==> config.mk <==
export PLATFORM = sky130hd
export DESIGN_NAME = pgwin_xlate
export DESIGN_NICKNAME = d
export VERILOG_FILES = /design/src/rtl/pgwin_pkg.sv /design/src/rtl/pgwin_cfg.sv /design/src/rtl/pgwin_lookup.sv /design/src/rtl/pgwin_xlate.sv
export SDC_FILE = /design/constraint.sdc
export NUM_CORES = 1
export LEC_CHECK = 0
export BUFFER_PORTS_ARGS = -buffer_cell sky130_fd_sc_hd__buf_2
export CAP_MARGIN = 20
export CORE_MARGIN = 3
export CORE_UTILIZATION = 60
export DETAILED_ROUTE_END_ITERATION = 8
export HOLD_SLACK_MARGIN = 0.05
export PLACE_DENSITY = 0.76
export SLEW_MARGIN = 20
export SYNTH_ARGS = -nofsm -noshare
export SYNTH_HDL_FRONTEND = slang
export SYNTH_SLANG_ARGS = --single-unit
==> constraint.sdc <==
create_clock -name clk -period 3.83 [get_ports clk]
set_input_delay 0.1915 -clock clk [delete_from_list [all_inputs] [get_ports clk]]
set_output_delay 0.1915 -clock clk [all_outputs]
set_load 0.03 [all_outputs]
==> src/rtl/pgwin_pkg.sv <==
package pgwin_pkg;
    typedef enum logic [2:0] {
        SP_DRAM    = 3'd0,
        SP_BROM    = 3'd1,
        SP_DOSCS   = 3'd2,
        SP_LOCAL   = 3'd3,
        SP_C0_DAT  = 3'd4,
        SP_C0_ATT  = 3'd5,
        SP_C1_DAT  = 3'd6,
        SP_C1_ATT  = 3'd7
    } space_t;

    localparam int TPN_W = 12;   // target page number width (26-bit spaces)
    localparam int REG_W = 16;

    typedef struct packed {
        logic             en;
        space_t           sp;
        logic [TPN_W-1:0] pnum;
    } pgreg_t;

    typedef enum logic {
        CFG_IDLE  = 1'b0,
        CFG_ARMED = 1'b1
    } cfg_st_t;
endpackage

==> src/rtl/pgwin_cfg.sv <==
module pgwin_cfg
    import pgwin_pkg::*;
#(
    parameter int NPG       = 12,
    parameter int IDX_W     = 5,
    parameter int SMM_W     = 10,
    parameter int K_MAX     = 5
) (
    input  logic                  clk,
    input  logic                  rst_n,
    input  logic                  cfg_we,
    input  logic                  cfg_sel,
    input  logic [REG_W-1:0]      cfg_wdata,
    output pgreg_t [NPG-1:0]      pg_q,
    output logic                  a_en,
    output logic                  b_en,
    output logic [2:0]            a_k,
    output logic [SMM_W-1:0]      smm_pg
);
    localparam int IDX_CTL = NPG;
    localparam int IDX_SMM = NPG + 1;

    cfg_st_t          st_q, st_nx;
    logic [IDX_W-1:0] idx_q;
    logic             commit;
    logic [2:0]       k_wr;

    always_ff @(posedge clk or negedge rst_n) begin
        if (!rst_n) st_q <= CFG_IDLE;
        else        st_q <= st_nx;
    end

    always_comb begin
        st_nx = st_q;
        unique case (st_q)
            CFG_IDLE:  if (cfg_we && !cfg_sel) st_nx = CFG_ARMED;
            CFG_ARMED: if (cfg_we &&  cfg_sel) st_nx = CFG_IDLE;
            default:   st_nx = CFG_IDLE;
        endcase
    end

    always_comb begin
        commit = (st_q == CFG_ARMED) && cfg_we && cfg_sel;
        k_wr   = (cfg_wdata[4:2] > 3'(K_MAX)) ? 3'(K_MAX) : cfg_wdata[4:2];
    end

    always_ff @(posedge clk or negedge rst_n) begin
        if (!rst_n)                  idx_q <= '0;
        else if (cfg_we && !cfg_sel) idx_q <= cfg_wdata[IDX_W-1:0];
    end

    for (genvar i = 0; i < NPG; i++) begin : g_pg
        always_ff @(posedge clk or negedge rst_n) begin
            if (!rst_n)
                pg_q[i] <= '0;
            else if (commit && idx_q == IDX_W'(i))
                pg_q[i] <= pgreg_t'(cfg_wdata);
        end
    end

    always_ff @(posedge clk or negedge rst_n) begin
        if (!rst_n) begin
            a_en   <= 1'b0;
            b_en   <= 1'b0;
            a_k    <= '0;
            smm_pg <= '0;
        end else if (commit) begin
            if (idx_q == IDX_W'(IDX_CTL)) begin
                a_en <= cfg_wdata[0];
                b_en <= cfg_wdata[1];
                a_k  <= k_wr;
            end
            if (idx_q == IDX_W'(IDX_SMM))
                smm_pg <= cfg_wdata[SMM_W-1:0];
        end
    end
endmodule

==> src/rtl/pgwin_lookup.sv <==
module pgwin_lookup #(
    parameter int PN_W   = 10,
    parameter int NA     = 8,
    parameter int NB     = 4,
    parameter int A_BASE = 'h30,
    parameter int B_BASE = 'h28
) (
    input  logic [PN_W-1:0]   pn,
    input  logic              a_en,
    input  logic              b_en,
    input  logic [2:0]        a_k,
    output logic [NA+NB-1:0]  sel_oh
);
    for (genvar i = 0; i < NA; i++) begin : g_a
        assign sel_oh[i] = a_en &&
            (pn == PN_W'(A_BASE + i) + PN_W'(a_k));
    end
    for (genvar j = 0; j < NB; j++) begin : g_b
        assign sel_oh[NA+j] = b_en && (pn == PN_W'(B_BASE + j));
    end
endmodule

==> src/rtl/pgwin_xlate.sv <==
module pgwin_xlate
    import pgwin_pkg::*;
#(
    parameter int CPU_AW  = 24,
    parameter int TGT_AW  = 26,
    parameter int PG_SH   = 14,
    parameter int NA      = 8,
    parameter int NB      = 4,
    parameter int SMM_PN  = 'h18
) (
    input  logic              clk,
    input  logic              rst_n,
    input  logic              cfg_we,
    input  logic              cfg_sel,
    input  logic [15:0]       cfg_wdata,
    input  logic [CPU_AW-1:0] cpu_addr,
    input  logic [2:0]        nt_space,
    input  logic              smm_active,
    output logic [TGT_AW-1:0] xl_addr,
    output logic [2:0]        xl_space,
    output logic              xl_hit
);
    localparam int NPG   = NA + NB;
    localparam int PN_W  = CPU_AW - PG_SH;
    localparam int WIDE  = TGT_AW - PG_SH;

    pgreg_t [NPG-1:0]  pg_q;
    logic              a_en, b_en;
    logic [2:0]        a_k;
    logic [PN_W-1:0]   smm_pg;
    logic [NPG-1:0]    sel_oh;
    logic [PN_W-1:0]   pn;
    pgreg_t            sel_reg;
    logic              pg_ok, smm_hit;

    assign pn = cpu_addr[CPU_AW-1:PG_SH];

    pgwin_cfg #(.NPG(NPG), .IDX_W(5), .SMM_W(PN_W), .K_MAX(5)) u_cfg (
        .clk(clk), .rst_n(rst_n), .cfg_we(cfg_we), .cfg_sel(cfg_sel),
        .cfg_wdata(cfg_wdata), .pg_q(pg_q), .a_en(a_en), .b_en(b_en),
        .a_k(a_k), .smm_pg(smm_pg)
    );

    pgwin_lookup #(.PN_W(PN_W), .NA(NA), .NB(NB)) u_lk (
        .pn(pn), .a_en(a_en), .b_en(b_en), .a_k(a_k), .sel_oh(sel_oh)
    );

    always_comb begin
        sel_reg = '0;
        for (int i = 0; i < NPG; i++)
            if (sel_oh[i]) sel_reg = sel_reg | pg_q[i];
        pg_ok   = (|sel_oh) && sel_reg.en && (nt_space == SP_LOCAL)
                  && (sel_reg.sp != SP_LOCAL);
        smm_hit = smm_active && (pn == PN_W'(SMM_PN));
    end

    always_comb begin
        xl_hit   = 1'b0;
        xl_space = nt_space;
        xl_addr  = TGT_AW'(cpu_addr);
        if (smm_hit) begin
            xl_hit   = 1'b1;
            xl_space = SP_DRAM;
            xl_addr  = TGT_AW'({smm_pg, cpu_addr[PG_SH-1:0]});
        end else if (pg_ok) begin
            xl_hit   = 1'b1;
            xl_space = sel_reg.sp;
            if (sel_reg.sp[2])
                xl_addr = {sel_reg.pnum[WIDE-1:0], cpu_addr[PG_SH-1:0]};
            else
                xl_addr = TGT_AW'({sel_reg.pnum[PN_W-1:0], cpu_addr[PG_SH-1:0]});
        end
    end
endmodule

# Word level (Yosys, flattened, before mapping)
# Cells that the tools add are included.
# word_totals
memories,0
mem_bits_ro,0
output_inout_bits,30
latchBits,0
ff_bits,213
wordCells,151
input_bits,48
mem_bits_rw,0
# classes
order_cmp,1
n_reduce_logical,37
muxes,23
bitwise,12
mul,0
shift,0
eq_ne,28
addsub,8
div,0
# op_table
cell,count
$mux 16,12
$or 16x16->16,11
$eq 10x10->1,8
$mux 26,3
$add 6x3->7 const A,8
$eq 10x6->1 const B,4
$logic_and 1x1->1,32
$eq 5x4->1 const B,6
$eq 5x3->1 const B,4
$reduce_or 12->1,1
$eq 10x5->1 const B,1
$eq 5x2->1 const B,2
$mux 3,3
$eq 5x1->1 const B,1
$logic_not 5->1,1
$mux 1,4
$reduce_and 2->1,2
$eq 3x2->1 const B,1
$gt 3x3->1 const B,1
$ne 3x2->1 const B,1
$pmux 1 s2,1
$logic_not 1->1,1
$not 1->1,1

# Longest topological paths before layout
# Gate-level depths: netlist (run 1).
# logic_depth
ltp_word,31
mapped_depth,12
ltp_nobuf,10

# By module
# From an unflattened synthesis (run 1), not the netlist that was laid out.
# hier_totals
hier_cells,747
hier_area_um2,10272.4
# by_module_without_submodules
mod,n_inst,seq_area_each_um2,cells_per_inst,area_per_inst_um2
pgwin_cfg,1,5330.1,488,8296.7
pgwin_xlate,1,0.0,197,1506.4
pgwin_lookup,1,0.0,62,469.2

# Worst setup path before layout (run 1)
# No wires, ideal clock.
# synth_path
path_kind,register -> output
start,register u_cfg.a_k[2]
end,output xl_addr[17]
path_stages_with_launch,12
path_buffers,1
arrival_ns,3.614
setup_slack_ns,0.025
required_time_ns,3.638
path_cell_list,dfrtp_1 clkbuf_1 inv_1 ha_1 and3b_1 or4_1 a21boi_1 nor4_1 a211o_1 a311oi_4 nor2_1 o31ai_1
# synth_between
elab_chain_len,31
elab_cells_between_ends,55
cone_classes,add/sub (8); eq/ne (9); mux (15); bitwise (11); reduce/logical (12)
# synth_lines
item,line_no,source
from (decl),pgwin_cfg.sv:17,"output logic [2:0] a_k,"
from (signal assigned),pgwin_cfg.sv:71,a_k <= k_wr;
"parallel branches: the longest is 29 deep, another holds $add 6x3->7",n/a,
$mux 26 *,pgwin_xlate.sv:65,end else if (pg_ok) begin
$mux 26 *,pgwin_xlate.sv:61,if (smm_hit) begin
to (decl),pgwin_xlate.sv:19,"output logic [TGT_AW-1:0] xl_addr,"
# Mark *: on every way between the ends.

# Worst setup path in the final report (run 1)
# layout_path
start,register u_cfg.a_k[0]
end,output xl_addr[14]
# Same word-level chain as after synthesis.

==> flow_summary.html, run 1 <==
<table>
<tr><th>Metric</th><th>Value</th></tr>
<tr><th colspan="2">Outcome</th></tr>
<tr><td>Result of the run</td><td>complete, no violations</td></tr>
<tr><th colspan="2">Setup path</th></tr>
<tr><td>Library cell appearing most often on the critical path</td><td>sky130_fd_sc_hd__buf_6</td></tr>
<tr><td>Arrival time reported for the critical path endpoint</td><td>between 3 and 4 ns</td></tr>
<tr><td>Worst setup SP type</td><td>flip-flop</td></tr>
<tr><td>Type of the setup path with the least slack</td><td>flip-flop to output port</td></tr>
<tr><td>Cell at the slowest stage of the critical path</td><td>sky130_fd_sc_hd__or3_4</td></tr>
<tr><td>Data required time of the critical path</td><td>around 3.6 ns</td></tr>
<tr><td>Max FO, Critical Path</td><td>6</td></tr>
<tr><td>Cell chain of the critical path</td><td>buf_6, xor2_2, or3_4, buf_6, a21oi_1, nor4_1, a211o_1, a311oi_4, buf_6, buf_4, mux2i_1, nand2_1, buf_4</td></tr>
<tr><td>Critical Path End Type</td><td>output port</td></tr>
<tr><td>Maximum cell stage delay along the critical path</td><td>0.47 ns</td></tr>
<tr><th colspan="2">Synth</th></tr>
<tr><td>Number of flip-flops and latches in the synthesized netlist</td><td>roughly 210</td></tr>
<tr><td>Asr flop ratio synth</td><td>1.00</td></tr>
<tr><td>Share of synthesized area occupied by flip-flops and latches</td><td>0.523</td></tr>
<tr><td>Area fraction of the dominant cell type after synthesis</td><td>0.523</td></tr>
<tr><td>Count of flip-flops with a built-in enable after synthesis</td><td>0</td></tr>
<tr><td>Avg Cell Area, Syn</td><td>about 13 µm²</td></tr>
<tr><td>Synth Net Count</td><td>approximately 860</td></tr>
<tr><td>Top_reg_cell synth</td><td>sky130_fd_sc_hd__dfrtp_1</td></tr>
<tr><td>Number of warnings reported in the yosys synthesis log</td><td>0</td></tr>
<tr><td>Post-synthesis cell type with the largest combined area</td><td>sky130_fd_sc_hd__dfrtp_1</td></tr>
<tr><td>Synthesized netlist cell count</td><td>800</td></tr>
<tr><td>Distinct cells, synth</td><td>56</td></tr>
<tr><td>Cells taking the most area after synthesis</td><td>sky130_fd_sc_hd__dfrtp_1 52%, sky130_fd_sc_hd__mux2_2 23%, sky130_fd_sc_hd__a222oi_1 2.1%</td></tr>
<tr><td>Total standard cell area after synthesis</td><td>10200 µm²</td></tr>
<tr><th colspan="2">Place</th></tr>
<tr><td>Number of buffer cells added on primary ports</td><td>around 50</td></tr>
<tr><td>Final Wtd Congestion</td><td>a little under 1</td></tr>
<tr><td>DP HPWL</td><td>18900 µm</td></tr>
<tr><td>Placed cell areas</td><td>around 11000 µm²</td></tr>
<tr><th colspan="2">Detailed routing</th></tr>
<tr><td>WL final</td><td>around 28000 µm</td></tr>
<tr><td>Number of DRC violations after detailed-routing iteration 0</td><td>782</td></tr>
<tr><td>Vias per inst</td><td>~6.6</td></tr>
<tr><td>Number of DRC violations after detailed routing</td><td>0</td></tr>
<tr><td>Via count of the routed design</td><td>around 7300</td></tr>
<tr><td>Count of nets left with antenna violations after detail routing</td><td>0</td></tr>
<tr><td>DR WL/cell</td><td>about 26 µm</td></tr>
<tr><td>First-pass detailed-route iteration total</td><td>9</td></tr>
<tr><th colspan="2">STA</th></tr>
<tr><td>Count of pins over their slew limit</td><td>0</td></tr>
<tr><td>Number of endpoints with negative hold slack in the final report</td><td>0</td></tr>
<tr><td>Worst-case headroom to the max-slew limit</td><td>0.217</td></tr>
<tr><td>Worst Hold Slack</td><td>0.0732 ns</td></tr>
<tr><td>Worst-case clock skew</td><td>0.0194 ns</td></tr>
<tr><td>Max Clk Rate</td><td>between 0.2 and 0.3 GHz</td></tr>
<tr><td>Transition at the pin with the smallest max-transition slack</td><td>1.17 ns</td></tr>
<tr><td>Post-Route Setup TNS</td><td>0 ns</td></tr>
<tr><td>RSZ-0062 raised after global routing</td><td>true</td></tr>
<tr><td>Share of the cycle needed by the critical path after routing</td><td>0.996</td></tr>
<tr><td>Final critical-path required period</td><td>3.81 ns</td></tr>
<tr><td>Number of endpoints failing setup at the final stage</td><td>0</td></tr>
<tr><th colspan="2">Final layout</th></tr>
<tr><td>Antenna Cells</td><td>0</td></tr>
<tr><td>Final net count</td><td>around 920</td></tr>
<tr><td>Layout cells sized above 1</td><td>0.445</td></tr>
<tr><td>Commonest non-fill, non-tap cells in the layout</td><td>211 x sky130_fd_sc_hd__dfrtp_1, 209 x sky130_fd_sc_hd__mux2_2, 53 x sky130_fd_sc_hd__buf_4</td></tr>
<tr><td>Area of the multi-input gates</td><td>4660 µm²</td></tr>
<tr><td>Most frequent standard cell in the layout excluding fill and tap cells</td><td>sky130_fd_sc_hd__dfrtp_1</td></tr>
<tr><td>Post-layout util</td><td>0.713</td></tr>
<tr><td>Growth of design area from synthesis to finish</td><td>15.9%</td></tr>
<tr><td>Layout filler cell count</td><td>about 1200</td></tr>
<tr><td>Total non-filler cell area in the finished layout</td><td>about 12000 µm²</td></tr>
<tr><td>FF+latch area</td><td>between 5000 and 6000 µm²</td></tr>
<tr><th colspan="2">Clock network</th></tr>
<tr><td>Clock-pin slew on the worst setup and hold paths</td><td>~0.060 ns</td></tr>
<tr><td>Worst skew pair latency</td><td>0.53 ns</td></tr>
<tr><td>Number of buffers on the longest clock path</td><td>3</td></tr>
<tr><td>Number of H-tree levels</td><td>1</td></tr>
<tr><td>Inserted Clock Buffers</td><td>23</td></tr>
<tr><td>CTS tree</td><td>built</td></tr>
<tr><td>Clock Root Buffer</td><td>sky130_fd_sc_hd__clkbuf_16</td></tr>
<tr><td>Clk sinks</td><td>about 210</td></tr>
<tr><th colspan="2">Global route</th></tr>
<tr><td>Global-route congestion overflow total</td><td>0</td></tr>
<tr><td>Largest net degree at the start of global routing</td><td>around 110</td></tr>
<tr><td>Overall Global Routing Usage</td><td>0.303</td></tr>
<tr><td>Via count of the first global-routing pass</td><td>7516</td></tr>
<tr><td>Number of antenna violations at the first check in global routing</td><td>0</td></tr>
<tr><td>Wire length of the first global-routing pass</td><td>roughly 43000 µm</td></tr>
<tr><th colspan="2">Power</th></tr>
<tr><td>Worst supply voltage drop on vdd</td><td>0.000385 V</td></tr>
<tr><td>Leakage power figure</td><td>between 0.005 and 0.006 µW</td></tr>
<tr><td>Power consumption</td><td>5810 µW</td></tr>
<tr><td>Total power density per cell area</td><td>491 nW/µm²</td></tr>
<tr><th colspan="2">Floorplan</th></tr>
<tr><td>Core area</td><td>between 15000 and 20000 µm²</td></tr>
<tr><td>Number of primary I/O pins</td><td>approximately 80</td></tr>
<tr><td>Effective utilization at floorplan</td><td>0.615</td></tr>
<tr><td>Standard-cell row count</td><td>47</td></tr>
<tr><td>Die Wd</td><td>between 100 and 150 µm</td></tr>
<tr><td>Area enclosed by the die boundary</td><td>~19000 µm²</td></tr>
<tr><td>Die extent in y</td><td>~140 µm</td></tr>
<tr><th colspan="2">Min path</th></tr>
<tr><td>Class of the most critical hold timing path</td><td>input pin to flip-flop</td></tr>
<tr><th colspan="2">Job</th></tr>
<tr><td>Max-Cap Viols</td><td>0</td></tr>
</table>
-- per-stage QoR --
step	setup WS [ns]	cells
6_report	0.0160	1098
5_1_grt	-0.0504	1098
2_1_floorplan	0.0249	800
3_5_place_dp	0.152	1046
3_3_place_gp	0.225	1046
4_1_cts	0.0138	1092
-- final cells by class --
| type | instances | area share |
|---|---|---|
| Timing Repair Buffer | 108 | 0.0639 |
| Inverter | 5 | 0.00159 |
| Tap cell | 220 | 0.0233 |
| Sequential cell | 213 | 0.451 |
| Multi-Input combinational cell | 512 | 0.395 |
| Clock inverter | 7 | 0.00741 |
| Clock buffer | 33 | 0.0578 |
-- power breakdown --
| group | internal, µW | switching, µW |
|---|---|---|
| Clock | 1320 | 906 |
| Sequential | 2620 | 235 |
| Combinational | 395 | 331 |
| Total | 4330 | 1470 |
-- logic make-up (layout without fill, tap and decap cells) --
family,count (synthesis),after routing,share of synthesized area
xor gates and xnor gates,16,16,0.0152
AOI/OAI and AO/OA,111,111,0.0842
DFF,213,213,0.523
adders and majority gates,7,7,0.00859
buffers and inverters,75,153,0.0339
and+or+nand+nor,150,150,0.0782
muxes,228,228,0.257
-- cell usage after synthesis, drive strengths merged, types with 13 or more instances --
| cell type | n |
|---|---|
| a21oi | 16 |
| a221oi | 17 |
| a222oi | 21 |
| a22oi | 20 |
| and3 | 14 |
| buf | 20 |
| clkbuf | 50 |
| dfrtp | 213 |
| mux2 | 209 |
| mux2i | 13 |
| nand2 | 42 |
| nor2 | 28 |
| o21ai | 14 |
-- per-layer routing --
metal  GRT usage  up-vias  wire [µm]
met1       0.404     3734      11300
li1            -     3101          -
met5           0        -          0
met2       0.506      337      13800
met4       0.108        0       1030
met3      0.0466       89       1950
-- worst paths after layout --
check                           startpoint               to  slack (ns)  cells past startpoint
max                           u_cfg.a_k[0]      xl_addr[14]        0.02                     13
min                           cfg_wdata[7]   u_cfg.pg_q[23]        0.07                      2
max reg2reg                 u_cfg.idx_q[4]   u_cfg.pg_q[76]        1.48                      4
min reg2reg                u_cfg.smm_pg[0]  u_cfg.smm_pg[0]        0.51                      1
max in group asynchronous            rst_n  u_cfg.pg_q[151]        2.52                      3
min in group asynchronous            rst_n  u_cfg.pg_q[190]        0.32                      2
-- critical path, delay by kind of cell, from the launching register on --
| family | cells | cell delay (ns) |
|---|---|---|
| compound gates | 3 | 0.88 |
| xor+xnor | 1 | 0.19 |
| simple gates | 3 | 0.61 |
| flops | 1 | 0.46 |
| mux | 1 | 0.17 |
| buf+inv | 5 | 0.78 |
-- registers in the layout (all words and copies together), names as in the netlist, named ones only --
name          count
u_cfg.pg_q      192
u_cfg.smm_pg     10
u_cfg.idx_q       5
u_cfg.a_k         3
u_cfg.a_en        1
u_cfg.b_en        1
-- what timing repair did --
item,4_1_cts,5_1_grt
endpoints found under the setup margin,14,14
buffers inserted,3,6
hold buffers,3,0
gates resized for setup,8,39
pin swaps,1,5
endpoints found under the hold margin,110,0
No activity file was read; power rests on OpenSTA's default activity.
==> run 2: changes to the inputs <==
--- a/config.mk
+++ b/config.mk
@@ -5,11 +5,11 @@
 export SDC_FILE = /design/constraint.sdc
 export NUM_CORES = 1
 export LEC_CHECK = 0
-export BUFFER_PORTS_ARGS = -buffer_cell sky130_fd_sc_hd__buf_2
 export CAP_MARGIN = 20
 export CORE_MARGIN = 3
-export CORE_UTILIZATION = 60
+export CORE_UTILIZATION = 64
 export DETAILED_ROUTE_END_ITERATION = 8
+export DONT_BUFFER_PORTS = 1
 export HOLD_SLACK_MARGIN = 0.05
 export PLACE_DENSITY = 0.76
 export SLEW_MARGIN = 20
==> run 2 against run 1 <==
Net effect:
- the run now ends with hold timing left
- non-clock buffer count shrank 34
- highest routed layer unchanged
- cell area is 0.42% lower
- clock power increased by 2%
- cell count shrank 3.7%
==> flow_summary.html, run 2 (synthesis gave the netlist of run 1 again) <==
<table>
<tr><th>Metric</th><th>Value</th></tr>
<tr><th colspan="2">Clock network</th></tr>
<tr><td>Clk sinks</td><td>213 (unchanged)</td></tr>
<tr><td>Worst skew pair latency</td><td>0.52 ns (was 0.53 ns)</td></tr>
<tr><td>Number of buffers on the longest clock path</td><td>3 (unchanged)</td></tr>
<tr><td>Quantity of hold-fixing buffers added after cts</td><td>17 (was 3)</td></tr>
<tr><td>Inserted Clock Buffers</td><td>23 (unchanged)</td></tr>
<tr><td>CTS tree</td><td>built (unchanged)</td></tr>
<tr><td>Clock-pin slew on the worst setup and hold paths</td><td>0.06 ns (about the same)</td></tr>
<tr><td>Clock Root Buffer</td><td>sky130_fd_sc_hd__clkbuf_16 (unchanged)</td></tr>
<tr><td>Number of H-tree levels</td><td>1 (unchanged)</td></tr>
<tr><th colspan="2">Detailed routing</th></tr>
<tr><td>Via count of the routed design</td><td>7263 (was 7261)</td></tr>
<tr><td>DR WL/cell</td><td>27.3 µm (was 25.6 µm)</td></tr>
<tr><td>First-pass detailed-route iteration total</td><td>6 (was 9)</td></tr>
<tr><td>Vias per inst</td><td>6.87 (was 6.61)</td></tr>
<tr><td>WL final</td><td>28800 µm (was 28100 µm)</td></tr>
<tr><td>Count of nets left with antenna violations after detail routing</td><td>0 (unchanged)</td></tr>
<tr><td>Number of DRC violations after detailed routing</td><td>0 (unchanged)</td></tr>
<tr><td>Number of DRC violations after detailed-routing iteration 0</td><td>1030 (was 782)</td></tr>
<tr><th colspan="2">Final layout</th></tr>
<tr><td>Largest register by flop count</td><td>u_cfg.pg_q (unchanged)</td></tr>
<tr><td>Antenna Cells</td><td>0 (unchanged)</td></tr>
<tr><td>Most frequent standard cell in the layout excluding fill and tap cells</td><td>sky130_fd_sc_hd__dfrtp_1 (unchanged)</td></tr>
<tr><td>Final instance count without filler cells</td><td>1057 (was 1098)</td></tr>
<tr><td>Number of flip-flops under the largest register name</td><td>192 (unchanged)</td></tr>
<tr><td>Layout cells sized above 1</td><td>0.429 (was 0.445)</td></tr>
<tr><td>Growth of design area from synthesis to finish</td><td>15.5% (was 15.9%)</td></tr>
<tr><td>Leading registers by flop count</td><td>u_cfg.pg_q (192), u_cfg.smm_pg (10), u_cfg.idx_q (5) (unchanged)</td></tr>
<tr><td>Commonest non-fill, non-tap cells in the layout</td><td>210 x sky130_fd_sc_hd__dfrtp_1, 209 x sky130_fd_sc_hd__mux2_2, 50 x sky130_fd_sc_hd__buf_4 (was 211 x sky130_fd_sc_hd__dfrtp_1, 209 x sky130_fd_sc_hd__mux2_2, 53 x sky130_fd_sc_hd__buf_4)</td></tr>
<tr><td>Final net count</td><td>884 (was 918)</td></tr>
<tr><th colspan="2">Setup path</th></tr>
<tr><td>Worst setup SP type</td><td>flip-flop (unchanged)</td></tr>
<tr><td>Arrival time reported for the critical path endpoint</td><td>3.59 ns (was 3.62 ns)</td></tr>
<tr><td>Critical Path End Type</td><td>output port (unchanged)</td></tr>
<tr><td>RR Endpoint</td><td>u_cfg.pg_q[64] (was u_cfg.pg_q[76])</td></tr>
<tr><td>Cell depth of the worst flop-to-flop path</td><td>4 (unchanged)</td></tr>
<tr><td>Max FO, Critical Path</td><td>6 (unchanged)</td></tr>
<tr><td>Minimum setup slack among reg-to-reg paths</td><td>1.49 ns (was 1.48 ns)</td></tr>
<tr><td>Startpoint of the worst-slack reg-to-reg timing path</td><td>u_cfg.idx_q[4] (unchanged)</td></tr>
<tr><td>Data required time of the critical path</td><td>3.64 ns (about the same)</td></tr>
<tr><td>Type of the setup path with the least slack</td><td>flip-flop to output port (unchanged)</td></tr>
<tr><th colspan="2">STA</th></tr>
<tr><td>Number of endpoints with negative hold slack in the final report</td><td>213 (was 0)</td></tr>
<tr><td>Worst-case clock skew</td><td>0.0101 ns (was 0.0194 ns)</td></tr>
<tr><td>Post-Route Setup TNS</td><td>0 ns (unchanged)</td></tr>
<tr><td>Number of endpoints failing setup at the final stage</td><td>0 (unchanged)</td></tr>
<tr><td>Transition at the pin with the smallest max-transition slack</td><td>1.19 ns (was 1.17 ns)</td></tr>
<tr><td>Share of the cycle needed by the critical path after routing</td><td>0.987 (was 0.996)</td></tr>
<tr><td>Worst-case headroom to the max-slew limit</td><td>0.202 (was 0.217)</td></tr>
<tr><td>Worst Hold Slack</td><td>-0.632 ns (was 0.0732 ns)</td></tr>
<tr><td>Final critical-path required period</td><td>3.78 ns (was 3.81 ns)</td></tr>
<tr><td>Max Clk Rate</td><td>0.265 GHz (was 0.262 GHz)</td></tr>
<tr><td>Count of pins over their slew limit</td><td>0 (unchanged)</td></tr>
<tr><th colspan="2">Global route</th></tr>
<tr><td>Number of antenna violations at the first check in global routing</td><td>0 (unchanged)</td></tr>
<tr><td>Global-route congestion overflow total</td><td>0 (unchanged)</td></tr>
<tr><td>Wire length of the first global-routing pass</td><td>44400 µm (was 42600 µm)</td></tr>
<tr><td>Via count of the first global-routing pass</td><td>7643 (was 7516)</td></tr>
<tr><td>Largest net degree at the start of global routing</td><td>214 (was 111)</td></tr>
<tr><td>Overall Global Routing Usage</td><td>0.328 (was 0.303)</td></tr>
<tr><th colspan="2">Place</th></tr>
<tr><td>Number of buffer cells added on primary ports</td><td>0 (was 49)</td></tr>
<tr><td>Final Wtd Congestion</td><td>0.966 (was 0.963)</td></tr>
<tr><td>Number of placed instances with taps included</td><td>986 (was 1046)</td></tr>
<tr><td>DP HPWL</td><td>17900 µm (was 18900 µm)</td></tr>
<tr><th colspan="2">Outcome</th></tr>
<tr><td>Result of the run</td><td>complete, but fails checks (was complete, no violations)</td></tr>
<tr><td>Violated checks</td><td>hold timing</td></tr>
<tr><th colspan="2">Floorplan</th></tr>
<tr><td>Effective utilization at floorplan</td><td>0.663 (was 0.615)</td></tr>
<tr><td>Die extent in y</td><td>132 µm (was 136 µm)</td></tr>
<tr><td>Die Wd</td><td>132 µm (was 136 µm)</td></tr>
<tr><td>Standard-cell row count</td><td>45 (was 47)</td></tr>
<tr><td>Number of primary I/O pins</td><td>78 (unchanged)</td></tr>
<tr><td>Core area</td><td>15400 µm² (was 16600 µm²)</td></tr>
<tr><td>Area enclosed by the die boundary</td><td>17500 µm² (was 18600 µm²)</td></tr>
<tr><th colspan="2">Power</th></tr>
<tr><td>Leakage power figure</td><td>0.00539 µW (was 0.00552 µW)</td></tr>
<tr><td>Worst supply voltage drop on vdd</td><td>0.000431 V (was 0.000385 V)</td></tr>
<tr><td>Total power density per cell area</td><td>493 nW/µm² (was 491 nW/µm²)</td></tr>
<tr><td>Power consumption</td><td>5800 µW (was 5810 µW)</td></tr>
<tr><th colspan="2">Job</th></tr>
<tr><td>Max-Cap Viols</td><td>0 (unchanged)</td></tr>
<tr><th colspan="2">Min path</th></tr>
<tr><td>Class of the most critical hold timing path</td><td>input pin to async pin (was input pin to flip-flop)</td></tr>
</table>
run 2: cell types whose count changed in the layout (fill, tap and decap cells not counted), sizes merged:
cell / before / now
inv: 7 / 6
buf: 104 / 57
bufinv: 1 / 2
clkbuf: 34 / 32
clkinv: 2 / 7
clkinvlp: 2 / 0
dlygate4sd3: 3 / 17
run 2: per-layer routing:
| layer | up-vias | GRT usage | wire length [µm] |
|---|---|---|---|
| li1 | 3024 | - | - |
| met1 | 3728 | 0.436 | 11400 |
| met2 | 406 | 0.530 | 13800 |
| met3 | 105 | 0.0702 | 2470 |
| met4 | 0 | 0.133 | 1140 |
| met5 | - | 0 | 0 |
run 2: layout make-up:
type / instances / area, µm²
timing repair buffer: 74 / 627
tap: 211 / 264
clock inverter: 10 / 119
inverter: 5 / 21.3
clock buffer: 32 / 669
fill: 937 / 3600
multi-input combinational: 512 / 4730
sequential: 213 / 5330
run 2: worst max-delay path, cell delays in order, from the launching register on:
cell and delay (ns):
sky130_fd_sc_hd__dfrtp_2 0.46, sky130_fd_sc_hd__inv_4 0.12, sky130_fd_sc_hd__ha_4 0.22, sky130_fd_sc_hd__xnor2_2 0.15, sky130_fd_sc_hd__nor4_2 0.35, sky130_fd_sc_hd__and3_4 0.30
sky130_fd_sc_hd__nor4_1 0.07, sky130_fd_sc_hd__a211o_1 0.34, sky130_fd_sc_hd__a311oi_4 0.33, sky130_fd_sc_hd__buf_6 0.20, sky130_fd_sc_hd__mux2i_2 0.27, sky130_fd_sc_hd__nand2_1 0.08
sky130_fd_sc_hd__buf_4 0.17
run 2: what timing repair did:
action | 4_1_cts | 5_1_grt
pin swaps | 1 | 16
endpoints found under the setup margin | 14 | 13
cloned | 0 | 1
hold endpoints to repair | 426 | 213
buffers inserted | 5 | 6
gates resized for setup | 17 | 43
run 2: power by group:
group / internal, µW / switching (µW)
sequential: 2620 / 235
clock: 1360 / 907
combinational: 398 / 276
total: 4390 / 1420
run 2: worst max path at each step:
| stage | start | end | cells after the start |
|---|---|---|---|
| 3_3_place_gp | cpu_addr[21] | xl_addr[17] | 11 |
| 2_1_floorplan | u_cfg.a_k[2] | xl_addr[17] | 11 |
| 4_1_cts | u_cfg.a_k[1] | xl_addr[17] | 12 |
| 6_report | u_cfg.a_k[1] | xl_addr[14] | 12 |
| 5_1_grt | u_cfg.a_k[2] | xl_addr[14] | 12 |
| 3_5_place_dp | u_cfg.a_k[0] | xl_addr[17] | 12 |
run 2: metrics by stage:
stage,worst slack (ns),utilization,instance area [µm²]
final,0.0502,0.766,11800
after global routing,-0.00898,0.766,11800
after CTS,0.00779,0.750,11500
after detailed placement,0.275,0.683,10500
after global placement,0.351,0.683,10500
after floorplan,0.0249,-,10200
